<file path="src/rtl/mmc_spi_pkg.sv">
package mmc_spi_pkg;

    localparam int BYTE_W    = 8;
    localparam int CARD_CNT  = 2;
    localparam int BIT_CNT_W = $clog2(BYTE_W);

    localparam logic ADDR_DATA = 1'b0;
    localparam logic ADDR_CTRL = 1'b1;

    localparam int RATE_BIT = 7;

    localparam logic [BYTE_W-1:0] FILL_BYTE = '1;

    typedef struct packed {
        logic                slow;
        logic [CARD_CNT-1:0] sel;
    } ctrl_t;

    typedef enum logic [1:0] {
        SH_IDLE,
        SH_LOW,
        SH_HIGH
    } sh_state_e;

    typedef struct packed {
        logic              go;
        logic [BYTE_W-1:0] tx;
    } start_req_t;

    function automatic logic [BYTE_W-1:0] ctrl_to_byte(input ctrl_t c);
        logic [BYTE_W-1:0] b;
        b                 = '0;
        b[RATE_BIT]       = c.slow;
        b[CARD_CNT-1:0]   = c.sel;
        return b;
    endfunction

    function automatic ctrl_t byte_to_ctrl(input logic [BYTE_W-1:0] b);
        ctrl_t c;
        c.slow = b[RATE_BIT];
        c.sel  = b[CARD_CNT-1:0];
        return c;
    endfunction

endpackage

</file>
<file path="src/rtl/mmc_spi_bus_dec.sv">
module mmc_spi_bus_dec
    import mmc_spi_pkg::*;
(
    input  logic              bus_sel,
    input  logic              bus_we,
    input  logic              bus_addr,
    input  logic [BYTE_W-1:0] bus_wdata,
    input  logic              busy,
    input  logic [BYTE_W-1:0] rx_hold,
    input  ctrl_t             ctrl,
    output logic              ctrl_we,
    output start_req_t        start_req,
    output logic [BYTE_W-1:0] bus_rdata
);

    logic data_acc;

    always_comb begin
        data_acc     = bus_sel && (bus_addr == ADDR_DATA);
        ctrl_we      = bus_sel && bus_we && (bus_addr == ADDR_CTRL);
        start_req.go = data_acc && !busy;
        start_req.tx = bus_we ? bus_wdata : FILL_BYTE;
        bus_rdata    = (bus_addr == ADDR_CTRL) ? ctrl_to_byte(ctrl) : rx_hold;
    end

endmodule

</file>
<file path="src/rtl/mmc_spi_ctrl_reg.sv">
module mmc_spi_ctrl_reg
    import mmc_spi_pkg::*;
(
    input  logic                clk,
    input  logic                rst,
    input  logic                ctrl_we,
    input  logic [BYTE_W-1:0]   wdata,
    output ctrl_t               ctrl,
    output logic [CARD_CNT-1:0] cs_n
);

    always_ff @(posedge clk) begin
        if (rst) begin
            ctrl <= '0;
        end else if (ctrl_we) begin
            ctrl <= byte_to_ctrl(wdata);
        end
    end

    for (genvar g = 0; g < CARD_CNT; g++) begin : g_cs
        assign cs_n[g] = ~ctrl.sel[g];
    end

endmodule

</file>
<file path="src/rtl/mmc_spi_rate_tick.sv">
module mmc_spi_rate_tick #(
    parameter int FAST_HALF = 2,
    parameter int SLOW_HALF = 32
) (
    input  logic clk,
    input  logic rst,
    input  logic start,
    input  logic slow,
    input  logic busy,
    output logic tick
);

    localparam int CW = (SLOW_HALF > 1) ? $clog2(SLOW_HALF) : 1;
    localparam logic [CW-1:0] FAST_LIM = CW'(FAST_HALF - 1);
    localparam logic [CW-1:0] SLOW_LIM = CW'(SLOW_HALF - 1);

    logic [CW-1:0] cnt;
    logic          slow_l;
    logic [CW-1:0] lim;

    assign lim  = slow_l ? SLOW_LIM : FAST_LIM;
    assign tick = busy && (cnt == lim);

    always_ff @(posedge clk) begin
        if (rst) begin
            cnt    <= '0;
            slow_l <= 1'b0;
        end else if (start) begin
            cnt    <= '0;
            slow_l <= slow;
        end else if (busy) begin
            cnt <= (cnt == lim) ? '0 : cnt + 1'b1;
        end
    end

endmodule

</file>
<file path="src/rtl/mmc_spi_shifter.sv">
module mmc_spi_shifter
    import mmc_spi_pkg::*;
(
    input  logic              clk,
    input  logic              rst,
    input  start_req_t        start_req,
    input  logic              tick,
    input  logic              miso,
    output logic              busy,
    output logic              sclk,
    output logic              mosi,
    output logic [BYTE_W-1:0] rx_hold
);

    sh_state_e            state;
    logic [BYTE_W-1:0]    tx_sh;
    logic [BYTE_W-1:0]    rx_sh;
    logic [BIT_CNT_W-1:0] bit_n;

    localparam logic [BIT_CNT_W-1:0] LAST_BIT = BIT_CNT_W'(BYTE_W - 1);

    always_ff @(posedge clk) begin
        if (rst) begin
            state   <= SH_IDLE;
            tx_sh   <= '0;
            rx_sh   <= '0;
            rx_hold <= '0;
            bit_n   <= '0;
        end else begin
            case (state)
                SH_IDLE: begin
                    if (start_req.go) begin
                        tx_sh <= start_req.tx;
                        bit_n <= '0;
                        state <= SH_LOW;
                    end
                end
                SH_LOW: begin
                    if (tick) begin
                        rx_sh <= {rx_sh[BYTE_W-2:0], miso};
                        state <= SH_HIGH;
                    end
                end
                SH_HIGH: begin
                    if (tick) begin
                        if (bit_n == LAST_BIT) begin
                            rx_hold <= rx_sh;
                            state   <= SH_IDLE;
                        end else begin
                            tx_sh <= {tx_sh[BYTE_W-2:0], 1'b1};
                            bit_n <= bit_n + 1'b1;
                            state <= SH_LOW;
                        end
                    end
                end
                default: state <= SH_IDLE;
            endcase
        end
    end

    assign busy = (state != SH_IDLE);
    assign sclk = (state == SH_HIGH);
    assign mosi = busy ? tx_sh[BYTE_W-1] : 1'b1;

endmodule

</file>
<file path="src/rtl/mmc_spi_port.sv">
module mmc_spi_port
    import mmc_spi_pkg::*;
#(
    parameter int FAST_HALF = 2,
    parameter int SLOW_HALF = 32
) (
    input  logic       clk,
    input  logic       rst,
    input  logic       bus_sel,
    input  logic       bus_we,
    input  logic       bus_addr,
    input  logic [7:0] bus_wdata,
    output logic [7:0] bus_rdata,
    input  logic       miso,
    output logic       sclk,
    output logic       mosi,
    output logic [1:0] cs_n,
    output logic       busy
);

    ctrl_t             ctrl;
    logic              ctrl_we;
    start_req_t        start_req;
    logic [BYTE_W-1:0] rx_hold;
    logic              tick;

    mmc_spi_bus_dec u_dec (
        .bus_sel   (bus_sel),
        .bus_we    (bus_we),
        .bus_addr  (bus_addr),
        .bus_wdata (bus_wdata),
        .busy      (busy),
        .rx_hold   (rx_hold),
        .ctrl      (ctrl),
        .ctrl_we   (ctrl_we),
        .start_req (start_req),
        .bus_rdata (bus_rdata)
    );

    mmc_spi_ctrl_reg u_ctrl (
        .clk     (clk),
        .rst     (rst),
        .ctrl_we (ctrl_we),
        .wdata   (bus_wdata),
        .ctrl    (ctrl),
        .cs_n    (cs_n)
    );

    mmc_spi_rate_tick #(
        .FAST_HALF (FAST_HALF),
        .SLOW_HALF (SLOW_HALF)
    ) u_tick (
        .clk   (clk),
        .rst   (rst),
        .start (start_req.go),
        .slow  (ctrl.slow),
        .busy  (busy),
        .tick  (tick)
    );

    mmc_spi_shifter u_shift (
        .clk       (clk),
        .rst       (rst),
        .start_req (start_req),
        .tick      (tick),
        .miso      (miso),
        .busy      (busy),
        .sclk      (sclk),
        .mosi      (mosi),
        .rx_hold   (rx_hold)
    );

endmodule

</file>
<file path="config.mk">
export PLATFORM = sky130hd
export DESIGN_NAME = mmc_spi_port
export DESIGN_NICKNAME = d
export VERILOG_FILES = /design/src/rtl/mmc_spi_pkg.sv /design/src/rtl/mmc_spi_bus_dec.sv /design/src/rtl/mmc_spi_ctrl_reg.sv /design/src/rtl/mmc_spi_rate_tick.sv /design/src/rtl/mmc_spi_shifter.sv /design/src/rtl/mmc_spi_port.sv
export SDC_FILE = /design/constraint.sdc
export NUM_CORES = 1
export LEC_CHECK = 0
export CAP_MARGIN = 20
export CORE_MARGIN = 5
export CORE_UTILIZATION = 58
export CTS_CLUSTER_DIAMETER = 50
export CTS_CLUSTER_SIZE = 16
export DETAILED_ROUTE_END_ITERATION = 8
export HOLD_SLACK_MARGIN = 0.06
export PLACE_DENSITY = 0.84
export SLEW_MARGIN = 20
export SYNTH_ARGS = -nofsm -noshare
export SYNTH_HDL_FRONTEND = slang
export SYNTH_SLANG_ARGS = --single-unit
</file>
<file path="constraint.sdc">
create_clock -name clk -period 3.1 [get_ports clk]
set_clock_uncertainty 0.15 [all_clocks]
set_input_delay 0.31 -clock clk [delete_from_list [all_inputs] [get_ports clk]]
set_output_delay 0.31 -clock clk [all_outputs]
set_load 0.01 [all_outputs]
</file>
Word level (Yosys, flattened, before mapping)
Index checks and enable logic that the tools add are counted.
{ "word_totals": {"reg_bits": 38, "input_bits": 14, "output_inout_bits": 13, "elab_cells": 54} }
{ "classes": {"addsub": 2, "eq_ne": 8, "mux": 18, "bitwise": 3, "reduce_logical": 14} }
{ "op_table": {"columns": ["operator", "n"], "rows": [
  ["$mux W8", 5],
  ["$pmux W8 S2", 1],
  ["$mux W5", 2],
  ["$mux W3", 3],
  ["$mux W2", 3],
  ["$ne A2 B2 Y1 const B", 3],
  ["$pmux W2 S3", 1],
  ["$pmux W3 S2", 1],
  ["$reduce_and A3 Y1", 2],
  ["$add A5 B1 Y5 const B", 1],
  ["$eq A5 B5 Y1", 1],
  ["$logic_and A1 B1 Y1", 5],
  ["$reduce_and A4 Y1", 1],
  ["$reduce_bool A2 Y1", 2],
  ["$add A3 B1 Y3 const B", 1],
  ["$eq A3 B3 Y1 const B", 1],
  ["$not A1 Y1", 3],
  ["$eq A2 B1 Y1 const B", 1],
  ["$eq A2 B2 Y1 const B", 1],
  ["$logic_not A2 Y1", 1],
  ["$mux W1", 2],
  ["$ne A2 B1 Y1 const B", 1],
  ["$reduce_and A2 Y1", 1],
  ["$reduce_or A2 Y1", 1],
  ["$logic_not A1 Y1", 1]
]} }

Longest topological paths before layout
Gate-level depths: netlist (run 1).
{ "depth": {"depth_word": 5, "mapped_depth": 5} }

Cells and area by module
Synthesis (run 1) repeated with hierarchy kept, for this count alone.
{ "hier_totals": {"hier_cells": 194, "area_unflattened_um2": 1806.7} }
{ "by_module_without_submodules": {"columns": ["module", "n_inst", "cells_per_inst", "area_per_inst_um2", "seq_area_each_um2"], "rows": [
  ["mmc_spi_shifter", 1, 134, 1233.7, 580.6],
  ["mmc_spi_rate_tick", 1, 30, 296.5, 120.1],
  ["mmc_spi_bus_dec", 1, 19, 167.7, 0.0],
  ["mmc_spi_ctrl_reg", 1, 11, 108.9, 60.1]
]} }

Least setup slack after synthesis (run 1)
OpenSTA, ideal clock, no wires.
{ "synth_timing": {"path_type": "register -> register", "from": "register u_shift.bit_n[0]", "to": "register u_shift.bit_n[0]", "setup_time_ns": 0.121, "arrival_ns": 1.329, "setup_slack_ns": 1.500, "path_stages_with_launch": 6, "path_buffers": 0, "synth_period_minus_slack_ns": 1.600, "path_cell_list": "dfxtp_1 ha_1 ha_1 o21bai_4 a21oi_2 mux2_2"} }
{ "synth_via": {"elab_chain_cells": 4} }
{ "synth_lines": {"columns": ["item", "line_no", "source"], "rows": [
  ["from (decl)", "mmc_spi_shifter.sv:18", "logic [BIT_CNT_W-1:0] bit_n;"],
  ["from (signal assigned)", "mmc_spi_shifter.sv:51", "bit_n <= bit_n + 1'b1;"],
  ["$add A3 B1 Y3", "mmc_spi_shifter.sv:51", null],
  ["$mux W3", "mmc_spi_shifter.sv:46", "if (bit_n == LAST_BIT) begin"],
  ["$mux W3", "mmc_spi_shifter.sv:45", "if (tick) begin"],
  ["$pmux W3 S2", "mmc_spi_shifter.sv:30", "case (state)"]
]} }
Several ways; a longest one is shown, not always the timed one. The select of a mux whose other input is x is not followed.
A chain may end at the register's enable or synchronous reset.

Worst setup path in the final report (run 1)
{ "layout_timing": {"from": "input bus_addr", "to": "output bus_rdata[1]"} }
{ "layout_via": {"elab_chain_cells": 1} }
{ "layout_lines": {"columns": ["item", "line_no", "source"], "rows": [
  ["from (decl)", "mmc_spi_port.sv:11", "input logic bus_addr,"],
  ["$mux W8", "mmc_spi_bus_dec.sv:23", "bus_rdata = (bus_addr == ADDR_CTRL) ? ctrl_to_byte(ctrl) : rx_hold;"],
  ["to (decl)", "mmc_spi_port.sv:13", "output logic [7:0] bus_rdata,"]
]} }
No other way between the ends.

==> run metrics, run 1 <==
DIE AREA=around 4500 um^2; post-layout minimum cycle time=2450 ps; Crit. End Element=primary output; Cell variety after synth=46; Total Routing Usage GR=around a fifth; CTS Sinks=38; Max IR drop VDD=around 0.26 mV; Clock Pin Slew Worst Setup and Hold Paths=roughly 110 ps; cts bufs inserted=5; worst setup path startpoint=bus_addr; largest net degree at the start of global routing=17; Final Power=a little over 0.9 mW; Max-Slew Margin vs Limit=a little over half; setup TNS=0 ps; Slew Limit Fails=0; Slowest cell on crit path=clkdlybuf4s50_1; Die Ht=around 67 um; CP delay by family, top=buffers and inverters; beginning of the worst hold path=u_shift.tx_sh[4]; Post-CTS Resized=0; crit share post-route=about four fifths; cts hold-fix bufs=0; gr ovfl total=0; IO Pins=27; Core ar.=3080 um^2; status=finished clean; CP peak stage delay=about 800 ps; WS Path Type=primary input to primary output; CTS max path bufs=2; placed cell count=between 200 and 250; cell row count=20; die width=between 60 and 70 um; Synth Net Count=roughly 200; Setup Viol. Count Final=0; power density cells=408 nW/um^2; Remaining DRCs=0; antenna-violating nets left=0; area leader, netlist=dfxtp_1; CP arrival=1990 ps; post-synthesis sequential area ratio=around two fifths; CTS tree=done; Core Util, Final=slightly above 70%; async set-reset flop share out of synthesis=0%; drt initial violations=40; htree depth=2; Max-cap violations=0; Clk Latency, worst-skew pair=340 ps; post-detail-place hpwl=between 2000 and 3000 um; synthesized area per cell=around 10 um^2; CP endpoint=bus_rdata[1]; fillers=between 200 and 250; Post-synth top cells=dfxtp_1, mux2i_1, nand2b_1; Yosys warnings=0; Final Routed Wirelength=3610 um; top post-synthesis cells by area=dfxtp_1, mux2i_1, nand2b_1, o32ai_2, nor2_1; post-synth top area share=around 41%; vias in the first global route=about 1400; initial antenna violation count=0; IO Port Bufs=26; Fin Hold WS=approximately 330 ps; count leader, synth=dfxtp_1; average routed wire per standard cell=between 10 and 15 um; reg2reg setup slack=~1000 ps; post-CTS setup buffers=0; worst slew pin tran=roughly 700 ps; Worst EP required=approximately 2600 ps; Worst Path Max Fanout=11; global-route wire length before repair=around 6300 um; Leak=0.895 nW; DRT Pass-1 Iters=4; CP Buf/Inv Count=2; routability cong.=between 0.7 and 0.8; Yosys reg bits=38; Starting Density=between 60% and 70%; mapped cell area=1880 um^2; Vias=around 1400; Fmax=0.408 GHz; EDFF count, synth=0; WP depth=3; antenna cells=0; layout cell share with drive strength beyond 1=~16%; worst reg2reg path depth=4; Syn-to-layout area delta=18.3%; Syn Inst Count=about 180; unrepaired setup endpoints after global routing=false; top_reg_cell synth=dfxtp_1; RR Startpoint=u_tick.cnt[2]; routed vias/inst=between 5 and 6; Post-Layout Cell Count=approximately 250; CTS root buf=clkbuf_4; Final Net Count=226; crit path launch type=primary input; final hold vios=0; Worst R2R End=u_shift.rx_sh[1]; critical-path cell list=clkdlybuf4s50_1, mux2_2, clkdlybuf4s50_1; crit-path most repeated cell=clkdlybuf4s50_1; Hold Path Class=flip-flop to flip-flop
cells by family (layout without fill, tap and decap cells):
logic type                 Yosys count  in the layout  share of synthesized area, %
DFF                                 38             38                          40.5
muxes                               24             24                          13.1
AOI/OAI and AO/OA                   32             32                          16.6
xor gates and xnor gates             3              3                          1.40
adders and majority gates            3              3                          2.00
and+or+nand+nor                     62             62                          21.7
buffers and inverters               20             48                          4.67
layout by cell type, fill, tap and decap left out, types with 2 or more instances in the layout:
cell,count
xor2_1,2
mux2i_1,20
nand3_1,3
a22o_1,3
clkbuf_4,5
mux2_2,4
nor2b_1,5
clkdlybuf4s50_1,26
nand2_1,4
dfxtp_1,38
o32ai_2,6
a21oi_1,10
nand4_1,3
nand2b_1,19
a311oi_1,2
nor2_1,15
inv_2,2
nor4b_4,2
inv_1,11
ha_1,3
routing by layer:
metal	share of wire, %	global-route usage (%)	up-vias
li1	-	-	704
met1	46	22.8	641
met2	48	30.9	33
met3	5.0	6.07	10
met4	1.5	6.08	0
met5	0	0	-
metrics by stage:
step	instance area (um^2)	setup slack (ps)
global placement	2160	653
global route	2220	550
finish	2220	646
floorplan	1880	1500
detailed placement	2160	634
CTS	2220	630
registers in the layout (all words and copies together), names as in the netlist:
signal / count
u_shift.rx_sh: 8
u_tick.slow_l: 1
u_shift.tx_sh: 8
u_tick.cnt: 5
u_shift.rx_hold: 8
u_shift.state: 2
u_shift.bit_n: 3
u_ctrl.ctrl: 3
worst reg2reg max path, stage by stage (launching register included):
cell,delay (ps)
dfxtp_1,520
and4_4,310
a22oi_2,130
nor3b_2,630
mux2i_1,260
power breakdown:
group | leakage [nW] | total, mW | switching (mW) | internal, mW
combinational | 0.552 | 0.128 | 0.0622 | 0.0654
sequential | 0.308 | 0.514 | 0.0120 | 0.502
clock | 0.0353 | 0.264 | 0.154 | 0.110
area by class of cell:
cell class | count | area (um^2) | area share [%]
Timing Repair Buffer | 27 | 268 | 12.1
Multi-Input combinational cell | 124 | 1030 | 46.3
Tap cell | 44 | 55.1 | 2.48
Clock inverter | 1 | 5.00 | 0.225
Clock buffer | 7 | 55.1 | 2.48
Inverter | 13 | 48.8 | 2.20
Sequential cell | 38 | 761 | 34.3
how the worst min path moves through the flow:
stage / endpoint / cells past startpoint / slack (ps)
finish: u_shift.tx_sh[4] / 2 / 330
global route: u_shift.tx_sh[2] / 2 / 360
CTS: u_shift.tx_sh[4] / 2 / 330
floorplan: u_shift.tx_sh[0] / 1 / 280
global placement: u_shift.tx_sh[7] / 2 / 310
detailed placement: u_shift.tx_sh[2] / 2 / 310
(Power assumes the default switching activity.)
==> inputs of run 2 (changes only) <==
CORE_UTILIZATION = 48   (was 58)
PLACE_DENSITY = 0.75   (was 0.84)
clock period = 2.19 ns   (was 3.1 ns; I/O delays follow)
==> run metrics, run 2 (synthesis results as in run 1) <==
status=finished clean; Seq pwr share=49.3% (-7.5 points); CTS Sinks=38 (unchanged); reg2reg setup slack=440 ps (-600 ps); die width=72.5 um (+8.4%); biggest regs=u_shift.rx_hold (8), u_shift.rx_sh (8), u_shift.tx_sh (8); RR Startpoint=u_tick.cnt[0]; post-CTS setup buffers=0 (unchanged); power density cells=639 nW/um^2 (+57%); Max-Slew Margin vs Limit=75.4% (+22 points); worst slew pin tran=367 ps (-331 ps); unrepaired setup endpoints after global routing=false; Hold Path Sink=u_shift.tx_sh[4]; Sequential Area=761 um^2 (unchanged); post-layout minimum cycle time=2030 ps; CTS max path bufs=2 (unchanged); largest net degree at the start of global routing=22 (+5); Max IR drop VDD=0.437 mV (+67%); Remaining DRCs=0 (unchanged); beginning of the worst hold path=u_shift.tx_sh[4]; Post-Place Worst Slack=164 ps (-471 ps); Hold Path Class=flip-flop to flip-flop; drt initial violations=37 (-7.5%); CTS root buf=clkbuf_8; most frequent cells in the layout=dfxtp_1, clkdlybuf4s50_1, mux2i_1; htree depth=2 (unchanged); vias in the first global route=1420 (-0.77%); WS Path Type=primary input to primary output; antenna cells=0 (unchanged); Leak=0.942 nW (+5.2%); Worst Path Max Fanout=6 (-5); share of power burned in combinational logic=12.6% (-1.5 points); Slew Limit Fails=0 (unchanged); cell row count=22 (+10%); Starting Density=50.5% (-10 points); post-detail-place hpwl=2870 um (+5.3%); IO Pins=27 (unchanged); area of the multi-input gates=1030 um^2 (unchanged); switch share=23.8% (-1.4 points); fillers=334 (+40%); Die Ht=72.5 um (+8.4%); Max-cap violations=0 (unchanged); gr ovfl total=0 (unchanged); Core Util, Final=62.3% (-9.9 points); crit share post-route=92.6%; Setup Viol. Count Final=0 (unchanged); Vias=1414 (+1.9%); antenna-violating nets left=0 (unchanged); global-route wire length before repair=6670 um (+5.2%); PnR worst setup slack=163 ps (-484 ps); crit path launch type=primary input; Crit. End Element=primary output; Fmax=slightly below 0.5 GHz; routability cong.=0.828 (+5.1%); DRT Pass-1 Iters=4 (unchanged); final hold vios=0 (unchanged); Post-CTS Resized=0 (unchanged); Worst R2R End=u_shift.rx_sh[0]; critical-path cell list=clkdlybuf4s50_1, buf_4, mux2_2, clkdlybuf4s50_1; Total Routing Usage GR=16.1% (-2.7 points); Final Net Count=231 (+2.2%); Syn-to-layout area delta=23.3%; clock power share=38.1% (+8.9 points); Switch Pwr=0.352 mW (+54%); Internal Power=1.13 mW (+66%); Core ar.=3720 um^2 (+21%); Final Routed Wirelength=3870 um (+7.1%); Worst Hold Path Cells=2 (unchanged); layout cell share with drive strength beyond 1=18.1% (+2.4 points); IO Port Bufs=26 (unchanged); initial antenna violation count=0 (unchanged); Worst EP required=1820 ps (-820 ps); commonest non-fill, non-tap cell in the layout=dfxtp_1; average routed wire per standard cell=14.7 um (+3.4%); Clock Pin Slew Worst Setup and Hold Paths=70 ps (-40 ps); crit-path most repeated cell=clkdlybuf4s50_1; routed vias/inst=5.38 (-1.6%); worst reg2reg path depth=5 (+1); DIE AREA=5260 um^2 (+18%); Slowest cell on crit path=clkdlybuf4s50_1; CP peak stage delay=480 ps (-320 ps); cts hold-fix bufs=0 (unchanged); setup TNS=0 ps (unchanged); CTS tree=done; cts bufs inserted=5 (unchanged); Clk Latency, worst-skew pair=300 ps (-40 ps); CP arrival=1660 ps (-330 ps)
run 2: cell types whose count changed in the layout (fill, tap and decap cells not counted), sizes merged:
| cell | change |
|---|---|
| buf | +5 |
| clkbuf | +1 |
| clkinv | -1 |
run 2: worst max-delay path by stage:
stage	from	end	slack, ps
after floorplan	u_shift.bit_n[0]	u_shift.bit_n[0]	590
after global placement	bus_addr	bus_rdata[7]	150
after detailed placement	bus_addr	bus_rdata[7]	160
after CTS	bus_addr	bus_rdata[7]	150
after global routing	u_shift.state[1]	mosi	90
final	bus_addr	bus_rdata[7]	160
run 2: per-layer routing:
layer / track usage [%] / vias to the layer above / routed length [um]
met5: 0 / - / 0
met3: 4.57 / 7 / 166
met4: 6.15 / 0 / 74
met2: 25.5 / 32 / 1820
met1: 20.6 / 664 / 1810
li1: - / 711 / -
run 2: worst max-delay path, delay by kind of cell:
family	cells	cell delay, ps
buffers and inverters	3	1100
multiplexers	1	350
run 2: power groups by stage:
stage	clock, mW	sequential, mW	combinational [mW]
after floorplan	0	0.739	0.125
after detailed placement	0	0.744	0.187
after global routing	0.611	0.731	0.201
final	0.563	0.728	0.187
after CTS	0.579	0.728	0.188
after global placement	0	0.742	0.182
run 2: area by class of cell:
type / count / area share, %
clock buffer: 8 / 4.76
timing repair buffer: 32 / 13.2
sequential: 38 / 32.9
inverter: 13 / 2.11
tap: 48 / 2.60
multi-input combinational: 124 / 44.5
run 2: through the flow:
step           power (mW)  std cells  hold slack (ps)  cell area (um^2)
6_report             1.48        263              326              2310
3_3_place_gp        0.924        255              306              2200
4_1_cts              1.49        263              331              2310
2_1_floorplan       0.864        182              185              1880
5_1_grt              1.54        263              340              2310
3_5_place_dp        0.931        255              313              2200
==> inputs of run 3 (changes only) <==
SYNTH_HIERARCHICAL = 1   (was not set)
==> run metrics, run 3 <==
status=finished clean; post-layout minimum cycle time=2130 ps (+106 ps); Total Routing Usage GR=16.4% (+0.35 points); Worst Path Max Fanout=6 (unchanged); Core Util, Final=61.3% (-0.91 points); Seq pwr share=52.6% (+3.3 points); Slew Limit Fails=0 (unchanged); die width=71.4 um (-1.6%); vias in the first global route=1412 (-0.56%); share of power burned in combinational logic=11.0% (-1.6 points); count leader, synth=dfxtp_1; worst slew pin tran=372 ps (+4.96 ps); Final Net Count=244 (+5.6%); average routed wire per standard cell=14.3 um (-2.9%); initial antenna violation count=0 (unchanged); Cell variety after synth=40 (-13%); CTS Sinks=38 (unchanged); Vias=1451 (+2.6%); Crit. End Element=primary output; Fin Hold WS=312 ps (-14.6 ps); gr ovfl total=0 (unchanged); DIE AREA=5090 um^2 (-3.2%); synthesized area per cell=9.31 um^2 (-9.7%); Leak=0.910 nW (-3.3%); Starting Density=49.4% (-1.2 points); fin area=2250 um^2 (-2.9%); Fmax=0.469 GHz (-5.0%); Syn-to-layout area delta=24.3%; drt initial violations=45 (+22%); most frequent cells in the layout=dfxtp_1, clkdlybuf4s50_1, nand2_1; Final Power=1.37 mW (-7.3%); CTS root buf=clkbuf_8; routed vias/inst=5.26 (-2.2%); EDFF count, synth=0 (unchanged); crit share post-route=97.4% (+4.9 points); Yosys reg bits=38 (unchanged); commonest non-fill, non-tap cell in the layout=dfxtp_1; post-detail-place hpwl=2770 um (-3.5%); mapped cell area=1810 um^2 (-3.7%); clock power share=36.4% (-1.7 points); Clock Pin Slew Worst Setup and Hold Paths=70 ps (about the same); Hold Path Class=flip-flop to flip-flop; Max-cap violations=0 (unchanged); Remaining DRCs=0 (unchanged); Clk Latency, worst-skew pair=290 ps (about the same); CP arrival=1760 ps (+100 ps); fillers=324 (-3.0%); top post-synthesis cells by area=dfxtp_1, mux2i_1, a21oi_1, nand2_1, nor2_1; area leader, netlist=dfxtp_1; post-synth top area share=42.1% (+1.6 points); Syn Inst Count=194 (+6.6%); Setup Viol. Count Final=0 (unchanged); Switch Pwr=0.328 mW (-6.8%); antenna-violating nets left=0 (unchanged); cts hold-fix bufs=0 (unchanged); Core ar.=3660 um^2 (-1.5%); biggest regs=u_shift/rx_hold (8), u_shift/rx_sh (8), u_shift/tx_sh (8); unrepaired setup endpoints after global routing=false; Synth Net Count=211 (+6.0%); Post-synth top cells=dfxtp_1, nand2_1, nor2_1; WS Path Type=primary input to primary output; routability cong.=0.752 (-9.2%); largest net degree at the start of global routing=31 (+41%); CTS tree=done; post-synthesis sequential area ratio=42.1% (+1.6 points); DRT Pass-1 Iters=6 (+2); Final Routed Wirelength=3940 um (+1.9%); IO Pins=27 (unchanged); antenna cells=0 (unchanged); setup TNS=0 ps (unchanged); async set-reset flop share out of synthesis=0% (unchanged); power density cells=610 nW/um^2 (-4.5%); IO Port Bufs=26 (unchanged); global-route wire length before repair=6710 um (+0.62%); cell row count=22 (unchanged); Yosys warnings=6 (+6); CTS max path bufs=2 (unchanged); Max-Slew Margin vs Limit=75.1% (-0.33 points); final hold vios=0 (unchanged); Max IR drop VDD=0.412 mV (-5.7%); top_reg_cell synth=dfxtp_1; Internal Power=1.04 mW (-7.5%); htree depth=2 (unchanged); Worst EP required=1820 ps (about the same); Post-DP Area=2140 um^2 (-2.8%); cts bufs inserted=5 (unchanged); crit path launch type=primary input; Die Ht=71.4 um (-1.6%); switch share=23.9% (+0.14 points); layout cell share with drive strength beyond 1=17.5% (-0.60 points)
-- run 3: changes by cell type in the layout (fill, tap and decap cells not counted), sizes merged, moves of 4 or more --
cell,previous run,this run
o32ai,6,0
nor3,1,10
a21oi,11,17
a211oi,0,7
and2b,0,5
inv,13,2
nand2b,20,8
nand2,4,19
mux2i,20,13
nor2b,5,1
o21ai,1,7
buf,6,12
-- run 3: cells by family (layout without fill, tap and decap cells) --
logic type,count (synthesis),after routing,share of synthesized area (%)
mux,17,17,10.5
buf+inv,14,48,4.57
simple gates,85,85,28.3
flops,38,38,42.1
fa+ha+maj,3,3,2.08
compound gates,33,33,10.5
xor+xnor,4,4,1.94
-- run 3: repair_timing --
action / CTS / global route
gates resized for setup: 0 / 2
endpoints found under the setup margin: 0 / 18
buffers inserted: 0 / 1
-- run 3: power by group through the flow --
stage / sequential, mW / combinational, mW / clock [mW]
6_report: 0.721 / 0.151 / 0.498
5_1_grt: 0.722 / 0.166 / 0.550
4_1_cts: 0.720 / 0.150 / 0.512
3_5_place_dp: 0.736 / 0.150 / 0
3_3_place_gp: 0.736 / 0.148 / 0
2_1_floorplan: 0.735 / 0.0942 / 0
-- run 3: path summary, 6_finish.rpt --
kind,from,to,slack [ps],cells past startpoint
hold / removal,u_shift/rx_hold[6],u_shift/rx_hold[6],310,2
setup reg to reg,u_shift/state[0],u_shift/bit_n[0],110,8
setup / recovery,bus_addr,bus_rdata[7],60,4
hold reg to reg,u_shift/rx_hold[6],u_shift/rx_hold[6],310,2
-- run 3: through the flow --
step / setup slack, ps / std cells
after floorplan: -24.9 / 194
after global placement: 113 / 267
after detailed placement: 71.1 / 267
after CTS: 53.9 / 275
after global routing: 2.45 / 276
final: 56.3 / 276
-- run 3: worst max-delay path, cell delays in order --
cell	delay (ps)
clkdlybuf4s50_1	560
buf_4	190
mux2_4	310
clkdlybuf4s50_1	490
-- run 3: cell type report --
class	instances	area [um^2]	share of cell area, %
Multi-Input combinational cell	142	971	43.2
Tap cell	48	60.1	2.67
Timing Repair Buffer	38	350	15.6
Sequential cell	38	762	33.9
Clock inverter	2	12.5	0.557
Inverter	2	7.51	0.334
Clock buffer	6	82.6	3.68
-- run 3: metal layers --
| layer | vias to the layer above | global-route usage (%) | wire (um) |
|---|---|---|---|
| met5 | - | 0 | 0 |
| met4 | 0 | 4.38 | 20 |
| met3 | 2 | 5.33 | 189 |
| met2 | 33 | 25.7 | 1910 |
| met1 | 680 | 21.7 | 1820 |
| li1 | 736 | - | - |
